**src/rtl/spi_status_pkg.sv**
```systemverilog
package spi_status_pkg;

    localparam int BYTE_W  = 8;
    localparam int BITCNT_W = 5;
    localparam logic [BITCNT_W-1:0] BITCNT_MAX = '1;
    localparam logic [BITCNT_W-1:0] CMD_BITS   = BITCNT_W'(BYTE_W);
    localparam logic [BITCNT_W-1:0] WRITE_BITS = BITCNT_W'(2*BYTE_W);

    typedef enum logic [BYTE_W-1:0] {
        OP_WR_STATUS = 8'h01,
        OP_LATCH_CLR = 8'h04,
        OP_RD_STATUS = 8'h05,
        OP_LATCH_SET = 8'h06
    } opcode_e;

    typedef struct packed {
        logic       lock;
        logic [1:0] bp;
    } prot_t;

    function automatic logic [BYTE_W-1:0] pack_status(prot_t p, logic wel, logic wip);
        return {p.lock, 3'b000, p.bp, wel, wip};
    endfunction

endpackage

```
**src/rtl/spi_status_rx.sv**
```systemverilog
module spi_status_rx
    import spi_status_pkg::*;
(
    input  logic                clk,
    input  logic                rst,
    input  logic                cs_n,
    input  logic                sclk,
    input  logic                mosi,
    input  logic [BYTE_W-1:0]   tx_byte,
    output logic                cs_rise,
    output logic [BITCNT_W-1:0] bit_cnt,
    output logic [BYTE_W-1:0]   opcode,
    output prot_t               rx_prot,
    output logic                miso
);

    logic              sclk_q, cs_q;
    logic              sclk_up, sclk_dn;
    logic [BYTE_W-1:0] shreg, tx_q;
    logic              tx_en;

    assign sclk_up = sclk & ~sclk_q;
    assign sclk_dn = ~sclk & sclk_q;
    assign cs_rise = cs_n & ~cs_q;
    assign rx_prot = '{lock: shreg[7], bp: shreg[3:2]};
    assign tx_en   = (opcode == OP_RD_STATUS) && (bit_cnt >= CMD_BITS);
    assign miso    = tx_en & tx_q[BYTE_W-1];

    always_ff @(posedge clk) begin
        if (rst) begin
            sclk_q <= 1'b0;
            cs_q   <= 1'b1;
        end else begin
            sclk_q <= sclk;
            cs_q   <= cs_n;
        end
    end

    always_ff @(posedge clk) begin
        if (rst || cs_n) begin
            bit_cnt <= '0;
            opcode  <= '0;
            shreg   <= '0;
            tx_q    <= '0;
        end else begin
            if (sclk_up) begin
                shreg <= {shreg[BYTE_W-2:0], mosi};
                if (bit_cnt != BITCNT_MAX)
                    bit_cnt <= bit_cnt + 1'b1;
                if (bit_cnt == CMD_BITS - 1'b1)
                    opcode <= {shreg[BYTE_W-2:0], mosi};
            end
            if (sclk_dn && tx_en) begin
                if (bit_cnt[2:0] == 3'd0)
                    tx_q <= tx_byte;
                else
                    tx_q <= {tx_q[BYTE_W-2:0], 1'b0};
            end
        end
    end


    rd_idle_low_chk: assert property (@(posedge clk) disable iff (rst)
        cs_n |=> (miso == 1'b0));

endmodule

```
**src/rtl/spi_status_timer.sv**
```systemverilog
module spi_status_timer #(
    parameter int TW_CYCLES = 400
) (
    input  logic clk,
    input  logic rst,
    input  logic start,
    output logic busy,
    output logic done
);

    localparam int CW = $clog2(TW_CYCLES + 1);
    localparam logic [CW-1:0] TW_LOAD = CW'(TW_CYCLES);

    logic [CW-1:0] cnt;

    assign busy = (cnt != '0);
    assign done = (cnt == CW'(1));

    always_ff @(posedge clk) begin
        if (rst)
            cnt <= '0;
        else if (start)
            cnt <= TW_LOAD;
        else if (busy)
            cnt <= cnt - 1'b1;
    end


    start_idle_chk: assert property (@(posedge clk) disable iff (rst)
        start |-> !busy);


    cnt_range_chk: assert property (@(posedge clk) disable iff (rst)
        cnt <= TW_LOAD);

endmodule

```
**src/rtl/spi_status_ctrl.sv**
```systemverilog
module spi_status_ctrl
    import spi_status_pkg::*;
#(
    parameter int TW_CYCLES = 400
) (
    input  logic       clk,
    input  logic       rst,
    input  logic       cs_n,
    input  logic       sclk,
    input  logic       mosi,
    input  logic       wp_n,
    output logic       miso,
    output logic [1:0] bp_level
);

    logic                cs_rise;
    logic [BITCNT_W-1:0] bit_cnt;
    logic [BYTE_W-1:0]   opcode;
    prot_t               rx_prot;
    prot_t               prot_q, pend_q;
    logic                wel_q;
    logic                busy, tmr_done;
    logic                do_set, do_clr, wr_start, hw_locked;
    logic [BYTE_W-1:0]   status_byte;

    assign status_byte = pack_status(prot_q, wel_q, busy);
    assign bp_level    = prot_q.bp;
    assign hw_locked   = prot_q.lock & ~wp_n;

    spi_status_rx u_rx (
        .clk     (clk),
        .rst     (rst),
        .cs_n    (cs_n),
        .sclk    (sclk),
        .mosi    (mosi),
        .tx_byte (status_byte),
        .cs_rise (cs_rise),
        .bit_cnt (bit_cnt),
        .opcode  (opcode),
        .rx_prot (rx_prot),
        .miso    (miso)
    );

    spi_status_timer #(.TW_CYCLES(TW_CYCLES)) u_timer (
        .clk   (clk),
        .rst   (rst),
        .start (wr_start),
        .busy  (busy),
        .done  (tmr_done)
    );

    always_comb begin
        do_set   = cs_rise && !busy && (bit_cnt == CMD_BITS) && (opcode == OP_LATCH_SET);
        do_clr   = cs_rise && !busy && (bit_cnt == CMD_BITS) && (opcode == OP_LATCH_CLR);
        wr_start = cs_rise && !busy && (bit_cnt == WRITE_BITS) && (opcode == OP_WR_STATUS)
                   && wel_q && !hw_locked;
    end

    always_ff @(posedge clk) begin
        if (rst) begin
            wel_q  <= 1'b0;
            prot_q <= '0;
            pend_q <= '0;
        end else begin
            if (tmr_done) begin
                prot_q <= pend_q;
                wel_q  <= 1'b0;
            end else if (do_set) begin
                wel_q <= 1'b1;
            end else if (do_clr) begin
                wel_q <= 1'b0;
            end
            if (wr_start)
                pend_q <= rx_prot;
        end
    end


    wr_needs_wel_chk: assert property (@(posedge clk) disable iff (rst)
        $rose(busy) |-> $past(wel_q));


    wr_window_chk: assert property (@(posedge clk) disable iff (rst)
        $rose(busy) |-> ($past(bit_cnt) == WRITE_BITS));


    hw_lock_chk: assert property (@(posedge clk) disable iff (rst)
        $rose(busy) |-> $past(!prot_q.lock || wp_n));


    prot_hold_chk: assert property (@(posedge clk) disable iff (rst)
        !tmr_done |=> $stable(prot_q));


    wel_clear_chk: assert property (@(posedge clk) disable iff (rst)
        tmr_done |=> !wel_q);


    wel_frozen_chk: assert property (@(posedge clk) disable iff (rst)
        (busy && !tmr_done) |=> $stable(wel_q));

endmodule

```
**config.mk**
```make
export PLATFORM = sky130hd
export DESIGN_NAME = spi_status_ctrl
export DESIGN_NICKNAME = d
export VERILOG_FILES = /design/src/rtl/spi_status_pkg.sv /design/src/rtl/spi_status_rx.sv /design/src/rtl/spi_status_timer.sv /design/src/rtl/spi_status_ctrl.sv
export SDC_FILE = /design/constraint.sdc
export NUM_CORES = 1
export LEC_CHECK = 0
export ABC_AREA = 1
export BUFFER_PORTS_ARGS = -buffer_cell sky130_fd_sc_hd__buf_4
export CAP_MARGIN = 20
export CELL_PAD_IN_SITES_DETAIL_PLACEMENT = 0
export CELL_PAD_IN_SITES_GLOBAL_PLACEMENT = 2
export CORE_ASPECT_RATIO = 1.1
export CORE_UTILIZATION = 31
export DETAILED_ROUTE_END_ITERATION = 10
export GPL_ROUTABILITY_DRIVEN = 0
export PLACE_DENSITY_LB_ADDON = 0.15
export SYNTH_ARGS = -nofsm -noshare
export SYNTH_HDL_FRONTEND = slang
export SYNTH_SLANG_ARGS = --single-unit
```
**constraint.sdc**
```tcl
create_clock -name clk -period 1.3 [get_ports clk]
set_input_delay 0.13 -clock clk [delete_from_list [all_inputs] [get_ports clk]]
set_output_delay 0.13 -clock clk [all_outputs]
set_load 0.005 [all_outputs]
```
==> out/summary.json <==
{
  "routed_wirelength_microns": 4865,
  "core_area_sq_um": 7007,
  "max_capacitance_violation_total": 0,
  "pin_count_of_the_biggest_net_entering_global_routing": 21,
  "top_cells_by_area_in_the_synthesized_netlist": "sky130_fd_sc_hd__dfxtp_1, sky130_fd_sc_hd__nor2_1, sky130_fd_sc_hd__nand2_1",
  "cp.required_ps": 1530,
  "synthesis.instances": 314,
  "cts_root_buf": "sky130_fd_sc_hd__clkbuf_8",
  "drc_errors": 0,
  "hpwlAfterDp_microns": 3504,
  "first_pass_grt_wire_length_microns": 8818,
  "global_route.overflow_total": 0,
  "cts_hold_buffers": 0,
  "final_cell_mix": "sky130_fd_sc_hd__nor2_1, sky130_fd_sc_hd__nand2_1, sky130_fd_sc_hd__buf_4",
  "r2r_cells": 8,
  "worstReg2RegEnd": "u_rx.bit_cnt[3]",
  "critical_path.cell_chain": "ha_4, nand2_2, nor2_1, ha_2, or2_4, nor2_4, o21ai_1, a21oi_1",
  "ys_seq_area_share_pct": 42.18,
  "wl_per_cell_microns": 10.88,
  "setup.worst_path.class": "reg -> reg",
  "min-delay-start": "rst",
  "clk_pin_slew_worst_paths_ps": 90,
  "sequential_cell_area_sq_um": 950.9,
  "io-pin-count": 9,
  "cts_buffers": 5,
  "cpPeakStageDelay_ps": 350,
  "post_synth.cell_area_avg_sq_um": 7.105,
  "fillerInstances": 748,
  "final_nets": 373,
  "final-hold-violation-count": 0,
  "syn-num-nets": 326,
  "finalClockSkew_ps": 4.880,
  "static-leakage-power_nw": 1.313,
  "via_count_of_the_first_global_routing_pass": 2001,
  "ant_nets": 0,
  "global_route.usage.total_pct": 14.41,
  "slew_viol_final": 0,
  "critical-path-slowest-cell": "sky130_fd_sc_hd__dfxtp_2",
  "via_per_inst": 4.306,
  "design.die.area_sq_um": 7540,
  "leading_cell_type_in_the_layout_fill_and_taps_excluded": "sky130_fd_sc_hd__nor2_1",
  "chipHeight_microns": 90.97,
  "hold_crit_endpoint": "u_rx.sclk_q",
  "antenna_found_initial": 0,
  "buffer_ports.inserted": 8,
  "clock_tree.buffer_depth": 2,
  "initialDrtViolationCount": 44,
  "setup-violations-final": 26,
  "final_layout_size_suffix_gt1_share_pct": 33.98,
  "worst_slew_margin_rel_pct": 75.35,
  "syn2layout_area_growth_pct": 32.75,
  "setup_tns_ps": -1425,
  "power.density_cell_area_nw_per_um2": 1556,
  "syn_area_sq_um": 2231,
  "hold_depth": 2,
  "num_vias": 1925,
  "r2r_setup_slack_ps": -110,
  "drt_pass1_iterations": 4,
  "multi_input_gate_area_in_the_final_layout_sq_um": 1191,
  "finalWorstSetupSlack_ps": -113.6,
  "ys_ff_latch": 47,
  "timing.final.crit_period_ps": 1414,
  "number_of_synthesis_warnings": 0,
  "achievable_clock_frequency_ghz": 0.7074,
  "post-place-ws_ps": -198.8,
  "max_slew.worst_pin.slew_ps": 369.3,
  "num_antenna_cells": 0,
  "min_period_over_period_pct": 108.7,
  "cts.sink_count": 47,
  "rr_startpoint": "u_rx.bit_cnt[1]",
  "number_of_unique_standard_cell_types_used_by_synthesis": 31,
  "initial_core_utilization_pct": 31.84,
  "ir_worst_vdd_uv": 789.1,
  "violations": "setup timing",
  "critical_path.endpoint_type": "flip-flop",
  "floorplan_row_count": 32,
  "cp.arrival_ps": 1640,
  "tritoncts": "yes",
  "clock_latency_ps": 300,
  "critPathMaxFanout": 8,
  "run_status": "finished with violations",
  "die_w_microns": 82.89,
  "worst_min_delay_path_class": "in -> reg",
  "design_power_total_mw": 4.609,
  "rsz0062_at_grt": "true",
  "yosysTopAreaCellShare_pct": 42.18,
  "cts_max_level": 2,
  "timing.critical_path.from_type": "flip-flop",
  "synth.largest_area_cell": "sky130_fd_sc_hd__dfxtp_1"
}
worst max-delay path, delay by kind of cell, from the launching register on:
kind / cells / cell delay [ps]
AND/OR/NAND/NOR: 4 / 510
adder cells (fa/ha/maj): 2 / 310
AO/OA/AOI/OAI: 2 / 180
flip-flops: 1 / 350
metal layers:
layer / up-vias / global-route usage [%] / routed length (microns)
met2: 12 / 24.80 / 2186
li1: 1068 / - / -
met5: - / 0 / 0
met4: 0 / 4.741 / 75
met3: 6 / 3.273 / 123
met1: 839 / 17.70 / 2480
logic make-up (layout without fill, tap and decap cells):
kind of cell | count (synthesis) | after routing | share of synthesized area, %
simple gates | 143 | 143 | 29.44
buf+inv | 59 | 107 | 11.16
compound gates | 56 | 56 | 12.68
flops | 47 | 47 | 42.18
fa+ha+maj | 6 | 6 | 3.365
xor+xnor | 3 | 3 | 1.178
worst max path at each step:
| stage | to | cells after the start | start | slack [ps] |
|---|---|---|---|---|
| 6_report | u_rx.bit_cnt[3] | 8 | u_rx.bit_cnt[1] | -110 |
| 5_1_grt | pend_q[2] | 10 | u_rx.bit_cnt[0] | -210 |
| 4_1_cts | miso | 7 | u_rx.opcode[7] | -120 |
| 3_5_place_dp | u_rx.bit_cnt[0] | 7 | u_rx.bit_cnt[0] | -200 |
| 3_3_place_gp | u_rx.bit_cnt[1] | 7 | u_rx.bit_cnt[1] | -150 |
| 2_1_floorplan | u_rx.bit_cnt[2] | 9 | u_rx.bit_cnt[1] | -70 |
area by class of cell:
class | count | area share, %
Multi-Input combinational cell | 208 | 40.22
Sequential cell | 47 | 32.11
Timing Repair Buffer | 48 | 13.10
Clock inverter | 2 | 2.028
Inverter | 51 | 6.506
Clock buffer | 6 | 2.450
Tap cell | 85 | 3.591
cells in the mapped netlist (all sizes together):
| library cell | number |
|---|---|
| a21oi | 23 |
| buf | 6 |
| clkbuf | 2 |
| clkinv | 2 |
| dfxtp | 47 |
| ha | 6 |
| inv | 49 |
| nand2 | 58 |
| nand3 | 13 |
| nand4 | 3 |
| nor2 | 64 |
| nor3 | 3 |
| o21ai | 32 |
| o21bai | 1 |
| or2 | 2 |
| xnor2 | 1 |
| xor2 | 2 |
stage by stage:
step / area [sq um] / util, % / hold WS, ps / std cells
2_1_floorplan: 2265 / - / 199.1 / 314
3_3_place_gp: 2658 / 37.93 / 354.7 / 435
3_5_place_dp: 2658 / 37.93 / 363.4 / 435
4_1_cts: 2920 / 41.68 / 29.66 / 447
5_1_grt: 2962 / 42.27 / 35.38 / 447
6_report: 2962 / 42.27 / 39.31 / 447
report_power, final:
part | switching, mW | total, mW | leakage [nW] | internal, mW
clock | 0.516 | 1.28 | 0.0654 | 0.769
combinational | 0.852 | 1.61 | 0.862 | 0.759
sequential | 0.118 | 1.71 | 0.385 | 1.59
total | 1.49 | 4.61 | 1.31 | 3.12
what timing repair did:
item / 4_1_cts / 5_1_grt
gates resized for setup: 35 / 18
setup endpoints to repair: 34 / 38
setup buffers: 4 / 0
endpoints found under the hold margin: 0 / 0
cloned: 0 / 0
pin swaps: 14 / 1
sequential cells by signal (all words and copies together) (netlist names):
| signal | cells |
|---|---|
| wel_q | 1 |
| u_rx.opcode | 8 |
| u_rx.cs_q | 1 |
| u_timer.cnt | 9 |
| prot_q | 1 |
| bp_level | 2 |
| u_rx.sclk_q | 1 |
| u_rx.shreg | 8 |
| pend_q | 3 |
| u_rx.tx_q | 8 |
| u_rx.bit_cnt | 5 |
(Power assumes the default switching activity.)
